`src/rtl/wgt_pkg.sv`:
```
package wgt_pkg;
  localparam int WGT_NDIM = 3;

  typedef enum logic [1:0] {
    WGT_IDLE = 2'd0,
    WGT_DIV  = 2'd1,
    WGT_RUN  = 2'd2
  } wgt_state_e;
endpackage

```
`src/rtl/wgt_ceil_div.sv`:
```
// Sequential ceiling divide: quo = ceil(num / den), one quotient bit per cycle.
module wgt_ceil_div #(
  parameter int W = 12
) (
  input  logic         clk,
  input  logic         rst_n,
  input  logic         load,
  input  logic [W-1:0] num,
  input  logic [W-1:0] den,
  output logic         busy,
  output logic [W-1:0] quo
);
  localparam int DW = W + 1;
  localparam int CW = $clog2(DW + 1);

  logic [DW:0]   rem_q, rem_n;
  logic [DW-1:0] acc_q, acc_n;
  logic [W-1:0]  den_q, den_n;
  logic [CW-1:0] cnt_q, cnt_n;
  logic [DW:0]   trial;
  logic [DW:0]   den_ext;
  logic          fits;

  assign trial   = {rem_q[DW-1:0], acc_q[DW-1]};
  assign den_ext = {2'b00, den_q};
  assign fits    = (trial >= den_ext);

  always_comb begin
    rem_n = rem_q;
    acc_n = acc_q;
    den_n = den_q;
    cnt_n = cnt_q;
    if (load) begin
      rem_n = '0;
      acc_n = DW'(num) + DW'(den) - DW'(1);
      den_n = den;
      cnt_n = CW'(DW);
    end else if (cnt_q != '0) begin
      rem_n = fits ? (trial - den_ext) : trial;
      acc_n = {acc_q[DW-2:0], fits};
      cnt_n = cnt_q - CW'(1);
    end
  end

  always_ff @(posedge clk or negedge rst_n) begin
    if (!rst_n) begin
      rem_q <= '0;
      acc_q <= '0;
      den_q <= '0;
      cnt_q <= '0;
    end else begin
      rem_q <= rem_n;
      acc_q <= acc_n;
      den_q <= den_n;
      cnt_q <= cnt_n;
    end
  end

  assign busy = (cnt_q != '0);
  assign quo  = acc_q[W-1:0];
endmodule

```
`src/rtl/wgt_grid_walk.sv`:
```
// Walks grid coordinates x-fastest and keeps the linear index and remain flag.
module wgt_grid_walk
  import wgt_pkg::*;
#(
  parameter int W  = 12,
  parameter int TW = 36
) (
  input  logic                        clk,
  input  logic                        rst_n,
  input  logic                        clear,
  input  logic                        kill,
  input  logic                        step,
  input  logic [WGT_NDIM-1:0][W-1:0]  ext,
  input  logic [TW-1:0]               total,
  output logic [WGT_NDIM-1:0][W-1:0]  id,
  output logic [TW-1:0]               linear,
  output logic                        remain
);
  logic [WGT_NDIM-1:0][W-1:0] id_q, id_n;
  logic [TW-1:0]              lin_q, lin_n;
  logic                       rem_q, rem_n;
  logic [WGT_NDIM-1:0]        wrap;
  logic [WGT_NDIM-1:0]        carry;
  logic                       at_last;

  assign carry[0] = 1'b1;
  for (genvar d = 0; d < WGT_NDIM; d++) begin : g_axis
    assign wrap[d] = (id_q[d] == ext[d] - W'(1));
    if (d > 0) begin : g_carry
      assign carry[d] = carry[d-1] & wrap[d-1];
    end
  end

  assign at_last = (lin_q == total - TW'(1));

  always_comb begin
    id_n  = id_q;
    lin_n = lin_q;
    rem_n = rem_q;
    if (clear) begin
      id_n  = '0;
      lin_n = '0;
      rem_n = 1'b1;
    end else if (kill) begin
      rem_n = 1'b0;
    end else if (step && rem_q) begin
      if (at_last) begin
        rem_n = 1'b0;
      end else begin
        lin_n = lin_q + TW'(1);
        for (int d = 0; d < WGT_NDIM; d++) begin
          if (carry[d]) id_n[d] = wrap[d] ? '0 : id_q[d] + W'(1);
        end
      end
    end
  end

  always_ff @(posedge clk or negedge rst_n) begin
    if (!rst_n) begin
      id_q  <= '0;
      lin_q <= '0;
      rem_q <= 1'b0;
    end else begin
      id_q  <= id_n;
      lin_q <= lin_n;
      rem_q <= rem_n;
    end
  end

  assign id     = id_q;
  assign linear = lin_q;
  assign remain = rem_q;
endmodule

```
`src/rtl/wg_grid_tracker.sv`:
```
module wg_grid_tracker
  import wgt_pkg::*;
#(
  parameter int DIM_W  = 12,
  parameter int ADDR_W = 32
) (
  input  logic                 clk,
  input  logic                 rst_n,
  input  logic                 start,
  input  logic [DIM_W-1:0]     gsize_x,
  input  logic [DIM_W-1:0]     gsize_y,
  input  logic [DIM_W-1:0]     gsize_z,
  input  logic [DIM_W-1:0]     wsize_x,
  input  logic [DIM_W-1:0]     wsize_y,
  input  logic [DIM_W-1:0]     wsize_z,
  input  logic [ADDR_W-1:0]    notify_addr,
  input  logic                 wg_issue,
  input  logic                 wg_done,
  output logic                 ready,
  output logic [DIM_W-1:0]     wg_id_x,
  output logic [DIM_W-1:0]     wg_id_y,
  output logic [DIM_W-1:0]     wg_id_z,
  output logic [3*DIM_W-1:0]   wg_linear,
  output logic                 wg_remain,
  output logic                 kernel_done,
  output logic                 done_pulse,
  output logic                 cfg_error,
  output logic                 notify_req,
  output logic [ADDR_W-1:0]    notify_addr_o,
  output logic                 dec_req
);
  localparam int TOT_W = WGT_NDIM * DIM_W;

  logic [WGT_NDIM-1:0][DIM_W-1:0] gsz, wsz, ext, ids;
  logic [WGT_NDIM-1:0]            div_busy;

  assign gsz = {gsize_z, gsize_y, gsize_x};
  assign wsz = {wsize_z, wsize_y, wsize_x};

  for (genvar d = 0; d < WGT_NDIM; d++) begin : g_div
    wgt_ceil_div #(.W(DIM_W)) u_div (
      .clk  (clk),
      .rst_n(rst_n),
      .load (start),
      .num  (gsz[d]),
      .den  (wsz[d]),
      .busy (div_busy[d]),
      .quo  (ext[d])
    );
  end

  wgt_state_e        st_q, st_n;
  logic [TOT_W-1:0]  total_q, total_n, cmpl_q, cmpl_n, total_c;
  logic              fin_q, fin_n, err_q, err_n;
  logic              done_q, done_n, ntf_q, ntf_n, dec_q, dec_n;
  logic [ADDR_W-1:0] addr_q, addr_n;
  logic              walk_kill, walk_step;

  assign total_c = TOT_W'(ext[0]) * TOT_W'(ext[1]) * TOT_W'(ext[2]);

  always_comb begin
    st_n      = st_q;
    total_n   = total_q;
    cmpl_n    = cmpl_q;
    fin_n     = fin_q;
    err_n     = err_q;
    addr_n    = addr_q;
    done_n    = 1'b0;
    ntf_n     = 1'b0;
    dec_n     = 1'b0;
    walk_kill = 1'b0;
    if (start) begin
      st_n    = WGT_DIV;
      total_n = '0;
      cmpl_n  = '0;
      fin_n   = 1'b0;
      err_n   = (wsize_x == '0) || (wsize_y == '0) || (wsize_z == '0);
      addr_n  = notify_addr;
    end else begin
      unique case (st_q)
        WGT_DIV: begin
          if (div_busy == '0) begin
            total_n = err_q ? '0 : total_c;
            if (err_q || total_c == '0) begin
              st_n      = WGT_IDLE;
              walk_kill = 1'b1;
              done_n    = 1'b1;
              fin_n     = 1'b1;
              dec_n     = 1'b1;
              ntf_n     = (addr_q != '0);
            end else begin
              st_n = WGT_RUN;
            end
          end
        end
        WGT_RUN: begin
          if (wg_done) begin
            cmpl_n = cmpl_q + TOT_W'(1);
            if (cmpl_q + TOT_W'(1) == total_q) begin
              st_n   = WGT_IDLE;
              done_n = 1'b1;
              fin_n  = 1'b1;
              dec_n  = 1'b1;
              ntf_n  = (addr_q != '0);
            end
          end
        end
        default: ;
      endcase
    end
  end

  always_ff @(posedge clk or negedge rst_n) begin
    if (!rst_n) begin
      st_q    <= WGT_IDLE;
      total_q <= '0;
      cmpl_q  <= '0;
      fin_q   <= 1'b0;
      err_q   <= 1'b0;
      addr_q  <= '0;
      done_q  <= 1'b0;
      ntf_q   <= 1'b0;
      dec_q   <= 1'b0;
    end else begin
      st_q    <= st_n;
      total_q <= total_n;
      cmpl_q  <= cmpl_n;
      fin_q   <= fin_n;
      err_q   <= err_n;
      addr_q  <= addr_n;
      done_q  <= done_n;
      ntf_q   <= ntf_n;
      dec_q   <= dec_n;
    end
  end

  assign walk_step = wg_issue && (st_q == WGT_RUN) && !start;

  wgt_grid_walk #(.W(DIM_W), .TW(TOT_W)) u_walk (
    .clk   (clk),
    .rst_n (rst_n),
    .clear (start),
    .kill  (walk_kill),
    .step  (walk_step),
    .ext   (ext),
    .total (total_q),
    .id    (ids),
    .linear(wg_linear),
    .remain(wg_remain)
  );

  assign wg_id_x       = ids[0];
  assign wg_id_y       = ids[1];
  assign wg_id_z       = ids[2];
  assign ready         = (st_q == WGT_RUN);
  assign kernel_done   = fin_q;
  assign done_pulse    = done_q;
  assign cfg_error     = err_q;
  assign notify_req    = ntf_q;
  assign notify_addr_o = addr_q;
  assign dec_req       = dec_q;
endmodule

```
`config.mk`:
```
export PLATFORM = sky130hd
export DESIGN_NAME = wg_grid_tracker
export DESIGN_NICKNAME = d
export VERILOG_FILES = /design/src/rtl/wgt_pkg.sv /design/src/rtl/wgt_ceil_div.sv /design/src/rtl/wgt_grid_walk.sv /design/src/rtl/wg_grid_tracker.sv
export SDC_FILE = /design/constraint.sdc
export NUM_CORES = 2
export LEC_CHECK = 0
export BUFFER_PORTS_ARGS = -buffer_cell sky130_fd_sc_hd__buf_2
export CORE_ASPECT_RATIO = 1.25
export CORE_MARGIN = 8
export CORE_UTILIZATION = 58
export CTS_BUF_LIST = sky130_fd_sc_hd__clkbuf_16
export CTS_CLUSTER_DIAMETER = 60
export DETAILED_ROUTE_END_ITERATION = 8
export PLACE_DENSITY = 0.81
export SETUP_SLACK_MARGIN = 0.2
export SYNTH_ARGS = -nofsm -noshare
export SYNTH_HDL_FRONTEND = slang
export SYNTH_SLANG_ARGS = --single-unit
export TNS_END_PERCENT = 100
```
`constraint.sdc`:
```
create_clock -name clk -period 11.6 [get_ports clk]
set_clock_uncertainty 0.05 [all_clocks]
set_input_delay 0.58 -clock clk [delete_from_list [all_inputs] [get_ports clk]]
set_output_delay 0.58 -clock clk [all_outputs]
set_load 0.01 [all_outputs]
```
Word-level counts from Yosys, hierarchy flattened
Cells that the tools add are included. W data, S select, Z words.

Register bits after elaboration: 309. Input bits: 109. Output and inout bits: 111.

$add $sub $neg: 21. Multiply operators: 2. Order comparisons: 3. Equality and inequality tests: 13. Mux-type cells: 71. Bitwise logic cells: 1. Reductions and logical operators: 37.

Operators by type and width (count): $mux W36 (15); $mux W13 (15); $add A36 B1 Y36 const B (2); $eq A36 B36 Y1 (2); $mux W12 (5); $ge A14 B12 Y1 (3); $add A12 B12 Y13 (3); $sub A13 B1 Y13 const B (3); $sub A13 B12 Y13 (3); $add A12 B1 Y12 const B (3); $eq A12 B12 Y1 (3); $logic_not A12 Y1 (3); $logic_not A36 Y1 (1); $mul A24 B12 Y36 (1); $sub A12 B1 Y12 const B (3); $sub A36 B1 Y36 const B (1); $reduce_bool A32 Y1 (1); $mul A12 B12 Y24 (1); $mux W4 (6); $mux W1 (21); $reduce_bool A2 Y1 (10); $reduce_and A4 Y1 (3); $reduce_bool A4 Y1 (3); $sub A4 B1 Y4 const B (3); other kinds (17) (34).

Depth between registers and ports, before layout
Word-level depth: 10. Depth in mapped cells: 48. Depth with buffers taken out: 42.

Modules after synthesis
From an unflattened synthesis, not the netlist that was laid out.

Cells, all modules: 4419. Area total of the unflattened synthesis: 37522.2 um^2.

By module, submodules not included: wg_grid_tracker (instances 1, cells each 2336, area each 20374.5 um^2, sequential area each 2752.6 um^2); wgt_grid_walk (instances 1, cells each 817, area each 6670.1 um^2, sequential area each 1826.8 um^2); wgt_ceil_div (g_div[1].u_div) (instances 1, cells each 437, area each 3549.7 um^2, sequential area each 1051.0 um^2); wgt_ceil_div (g_div[0].u_div) (instances 1, cells each 413, area each 3532.1 um^2, sequential area each 1051.0 um^2); wgt_ceil_div (g_div[2].u_div) (instances 1, cells each 416, area each 3395.8 um^2, sequential area each 1051.0 um^2).

Worst setup path after synthesis
OpenSTA, ideal clock, no wires.

Path type: register -> register. From: register g_div[0].u_div.acc_q[9]. To: register u_walk.lin_q[24], in the netlist u_walk.linear[24]. Setup time: 0.125 ns. Arrival: 11.405 ns. Setup slack: 0.019 ns. Cell stages (with the launch flop): 42. Clock period less this slack: 11.581 ns. Path through: dfrtp_1 clkbuf_1 buf_1 nand2_1 fa_1 fa_1 inv_1 fa_1 fa_1 inv_1 fa_1 inv_1 ha_1 nand3_1 a211oi_1 nor2_1 a2111oi_0 o31a_1 [6 not listed] fa_1 fa_1 inv_1 fa_1 inv_1 ha_1 clkbuf_1 a21o_1 o41ai_1 or4b_2 nand3_1 o21ai_0 nor4_1 nand4_1 o211a_1 buf_2 and3_1 mux2_4.

Word-level cells in the longest chain between the ends: 10.

RTL lines: start, declared (line wgt_ceil_div.sv:17) `logic [DW-1:0] acc_q, acc_n;`; start signal, assigned (line wgt_ceil_div.sv:53) `acc_q <= acc_n;`; $mul A12 B12 Y24 (line wg_grid_tracker.sv:59) `assign total_c = TOT_W'(ext[0]) * TOT_W'(ext[1]) * TOT_W'(ext[2]);`; $mul A24 B12 Y36 (line wg_grid_tracker.sv:59); $logic_not A36 Y1 (line wg_grid_tracker.sv:84) `if (err_q || total_c == '0) begin`; $logic_or A1 B1 Y1 (line wg_grid_tracker.sv:84); $mux W1 (line wg_grid_tracker.sv:84); $mux W1 (line wg_grid_tracker.sv:82) `if (div_busy == '0) begin`; $mux W1 (line wg_grid_tracker.sv:80) `unique case (st_q)`; $mux W1 (line wg_grid_tracker.sv:72) `if (start) begin`; $ne A2 B2 Y1 (no line); $reduce_and A3 Y1 (no line); end signal, assigned (line wgt_grid_walk.sv:65) `lin_q <= lin_n;`; end, declared (line wgt_grid_walk.sv:20) `logic [TW-1:0] lin_q, lin_n;`.

Every way passes these cells. A chain may end at the register's enable or synchronous reset.

Worst setup path after layout
From: register g_div[0].u_div.acc_q[5]. To: register u_walk.lin_q[35], in the netlist u_walk.linear[35].

Same word-level chain as after synthesis.

==> metrics.txt <==
All-Layer GR Usage 28.9%; drt pass-1 iters 7; RSZ-0062 raised after global routing yes; final HPWL from detailed placement 79.0 mm; number of DRC markers in iteration 0 2203; top_reg_cell synth dfrtp_1; syn_nets 4974; first-pass GRT wire length 165 mm; clk sinks 309; CP max stage cell fa_1; Setup TNS 0 ns; H-tree lvl count 2; largest net degree at the start of global routing 115; critical path peak fanout 19; synth unique cells 84; Port Buffers 219; mean post-synth cell area 8.34 sq um; Post-synth ARST share 100%; kind of start point of the critical path flip-flop; ANT nets after route 0; DRC Markers 0; clk_lat worst skew 0.58 ns; Worst Tran Pin Value 1.10 ns; gp weighted congestion 0.997; Rows 101; starting density of the core 58.7%; Max-Cap Viols 0; EDFF count, synth 0; vias in the first global route 32300; Via density 5.95; Synth Instances 4281; CTS tree done; fin crit period 11.16 ns; num ports 220; Via Count 31700; die area 0.0698 sq mm; final WL 105 mm; status finished clean; final setup vio count 0; initial antenna violation count 1; kind of end point of the critical path flip-flop; post-synth top area cell dfrtp_1; register area share after synthesis 21.7%; Area growth syn-to-layout 13.2%; Synth Warn # 0; synthesized flop and latch total 309; Top cell by count, worst path fa_1; critical path class reg -> reg; most common cell in the netlist inv_1; Worst slew margin 26.0%; worst hold path class in -> async; post-synth top area share 21.7%; gr ovfl total 0; final hold violations 0; Core Area 0.0608 sq mm; CTS Buf Count 39; number of fill cells 4802; root buffer cell clkbuf_16; Netlist Area Pre-Place 0.0357 sq mm; clk slew on worst S/H paths 0.06 ns; Commonest cells post-synth inv_1 (638), nand2_1 (536), fa_1 (326), dfrtp_1 (309), ha_1 (258); Reg2Reg Depth 43; die width 238 microns; period utilization 96.2%; Slew Viols, Final 0; WP data required 12.04 ns; die height 293 microns; Clock Path Buffers 3; fmax 89.6 MHz; Post-CTS Hold Buffers 0; Synth area leaders dfrtp_1 (22%), fa_1 (18%), ha_1 (9.0%); final net count 5165; routed wire length per instance 19.7 microns; CP peak stage delay 0.59 ns; share of cells above drive strength 1 14.4%; crit path DAT 11.60 ns
## per-layer routing
| metal | wire length, microns | up-vias | GRT usage, % |
|---|---|---|---|
| li1 | - | 14500 | - |
| met1 | 38400 | 15400 | 33.0 |
| met2 | 52300 | 1330 | 51.4 |
| met3 | 7160 | 432 | 4.76 |
| met4 | 6840 | 2 | 15.4 |
| met5 | 15 | - | 0 |
## registers in the layout, indices dropped and copies added, names as in the netlist
signal / cells
u_walk.id: 36
u_walk.remain: 1
notify_req: 1
notify_addr_o: 32
cfg_error: 1
kernel_done: 1
g_div.u_div.rem_q: 39
st_q: 2
u_walk.linear: 36
total_q: 36
cmpl_q: 36
g_div.u_div.acc_q: 39
g_div.u_div.cnt_q: 12
g_div.u_div.den_q: 36
dec_req: 1
## what timing repair did
action                                  in CTS  in global routing
setup buffers                                1                 47
pin swaps                                    1                 75
resized for setup                           14                158
cloned                                       0                  4
hold endpoints to repair                     0                  0
endpoints found under the setup margin      63                 77
## placed cells by master (no fill, tap or decap), types with 16 or more instances in the layout
| cell | count |
|---|---|
| fa_1 | 321 |
| nand3_1 | 103 |
| nor3_1 | 74 |
| ha_4 | 18 |
| nand4_1 | 46 |
| a21oi_1 | 137 |
| xor2_1 | 95 |
| o211ai_1 | 20 |
| nor4_1 | 53 |
| a211oi_1 | 24 |
| buf_2 | 218 |
| a21oi_2 | 16 |
| or3_1 | 60 |
| mux2i_1 | 36 |
| a311oi_1 | 20 |
| mux2_2 | 39 |
| a21boi_0 | 20 |
| xnor2_1 | 161 |
| nor2b_1 | 32 |
| or4_1 | 24 |
| and3_1 | 47 |
| a21o_1 | 30 |
| o41ai_1 | 20 |
| nand2_1 | 532 |
| and2_1 | 165 |
| buf_4 | 151 |
| o21a_1 | 21 |
| nor2_1 | 228 |
| o21ai_0 | 193 |
| dfrtp_1 | 297 |
| ha_1 | 236 |
| inv_1 | 636 |
| o31ai_1 | 27 |
| clkbuf_16 | 42 |
| a31oi_1 | 19 |
| a22o_1 | 27 |
## layout make-up
type | instances | area (sq um) | share of cell area (%)
clock buffer | 39 | 976 | 2.42
sequential | 309 | 7750 | 19.2
antenna | 1 | 2.50 | 0.00620
clock inverter | 30 | 309 | 0.765
inverter | 638 | 2390 | 5.93
tap | 824 | 1030 | 2.55
multi-input combinational | 3090 | 25300 | 62.7
timing repair buffer | 394 | 2610 | 6.46
## cells by family after synthesis
family,Yosys count,share of synthesized area (%)
AND/OR/NAND/NOR,1474,20.4
buffers and inverters,882,9.42
AO/OA/AOI/OAI,691,12.4
adder cells (fa/ha/maj),584,27.3
flip-flops,309,21.7
XOR/XNOR,262,6.43
multiplexers,79,2.37
## final timing paths
kind | start | end | slack (ns)
worst max register to register | g_div[0].u_div.acc_q[5] | u_walk.linear[35] | 0.44
worst min-delay path | rst_n | total_q[15] | 0.07
min in group clk | notify_addr[10] | notify_addr_o[10] | 0.18
worst min register to register | g_div[2].u_div.den_q[0] | g_div[2].u_div.den_q[0] | 0.47
max in group asynchronous | rst_n | g_div[1].u_div.acc_q[0] | 8.99
worst max-delay path | g_div[0].u_div.acc_q[5] | u_walk.linear[35] | 0.44
## worst max-delay path: cells and delay by family (launching register included)
family	cells	cell delay [ns]
adders and majority gates	12	5.51
AOI/OAI and AO/OA	10	2.17
buffers and inverters	13	1.62
and+or+nand+nor	7	1.09
DFF	1	0.40
xor gates and xnor gates	1	0.23
## stage by stage
stage                     cell area [sq um]  setup slack [ns]  utilization (%)  hold slack, ns  std cells
after floorplan                       35700             0.208                -           0.234       4281
after global placement                37900             0.315             62.3           0.445       5203
after detailed placement              37900            0.0591             62.3           0.458       5203
after CTS                             39200             0.200             64.5          0.0751       5273
after global routing                  40400          -0.00635             66.4           0.126       5324
final                                 40400             0.435             66.5          0.0659       5325
Power is left out: the tool's default activity adds up to more than one toggle a clock period on the data nets, which glitch-free logic cannot reach.
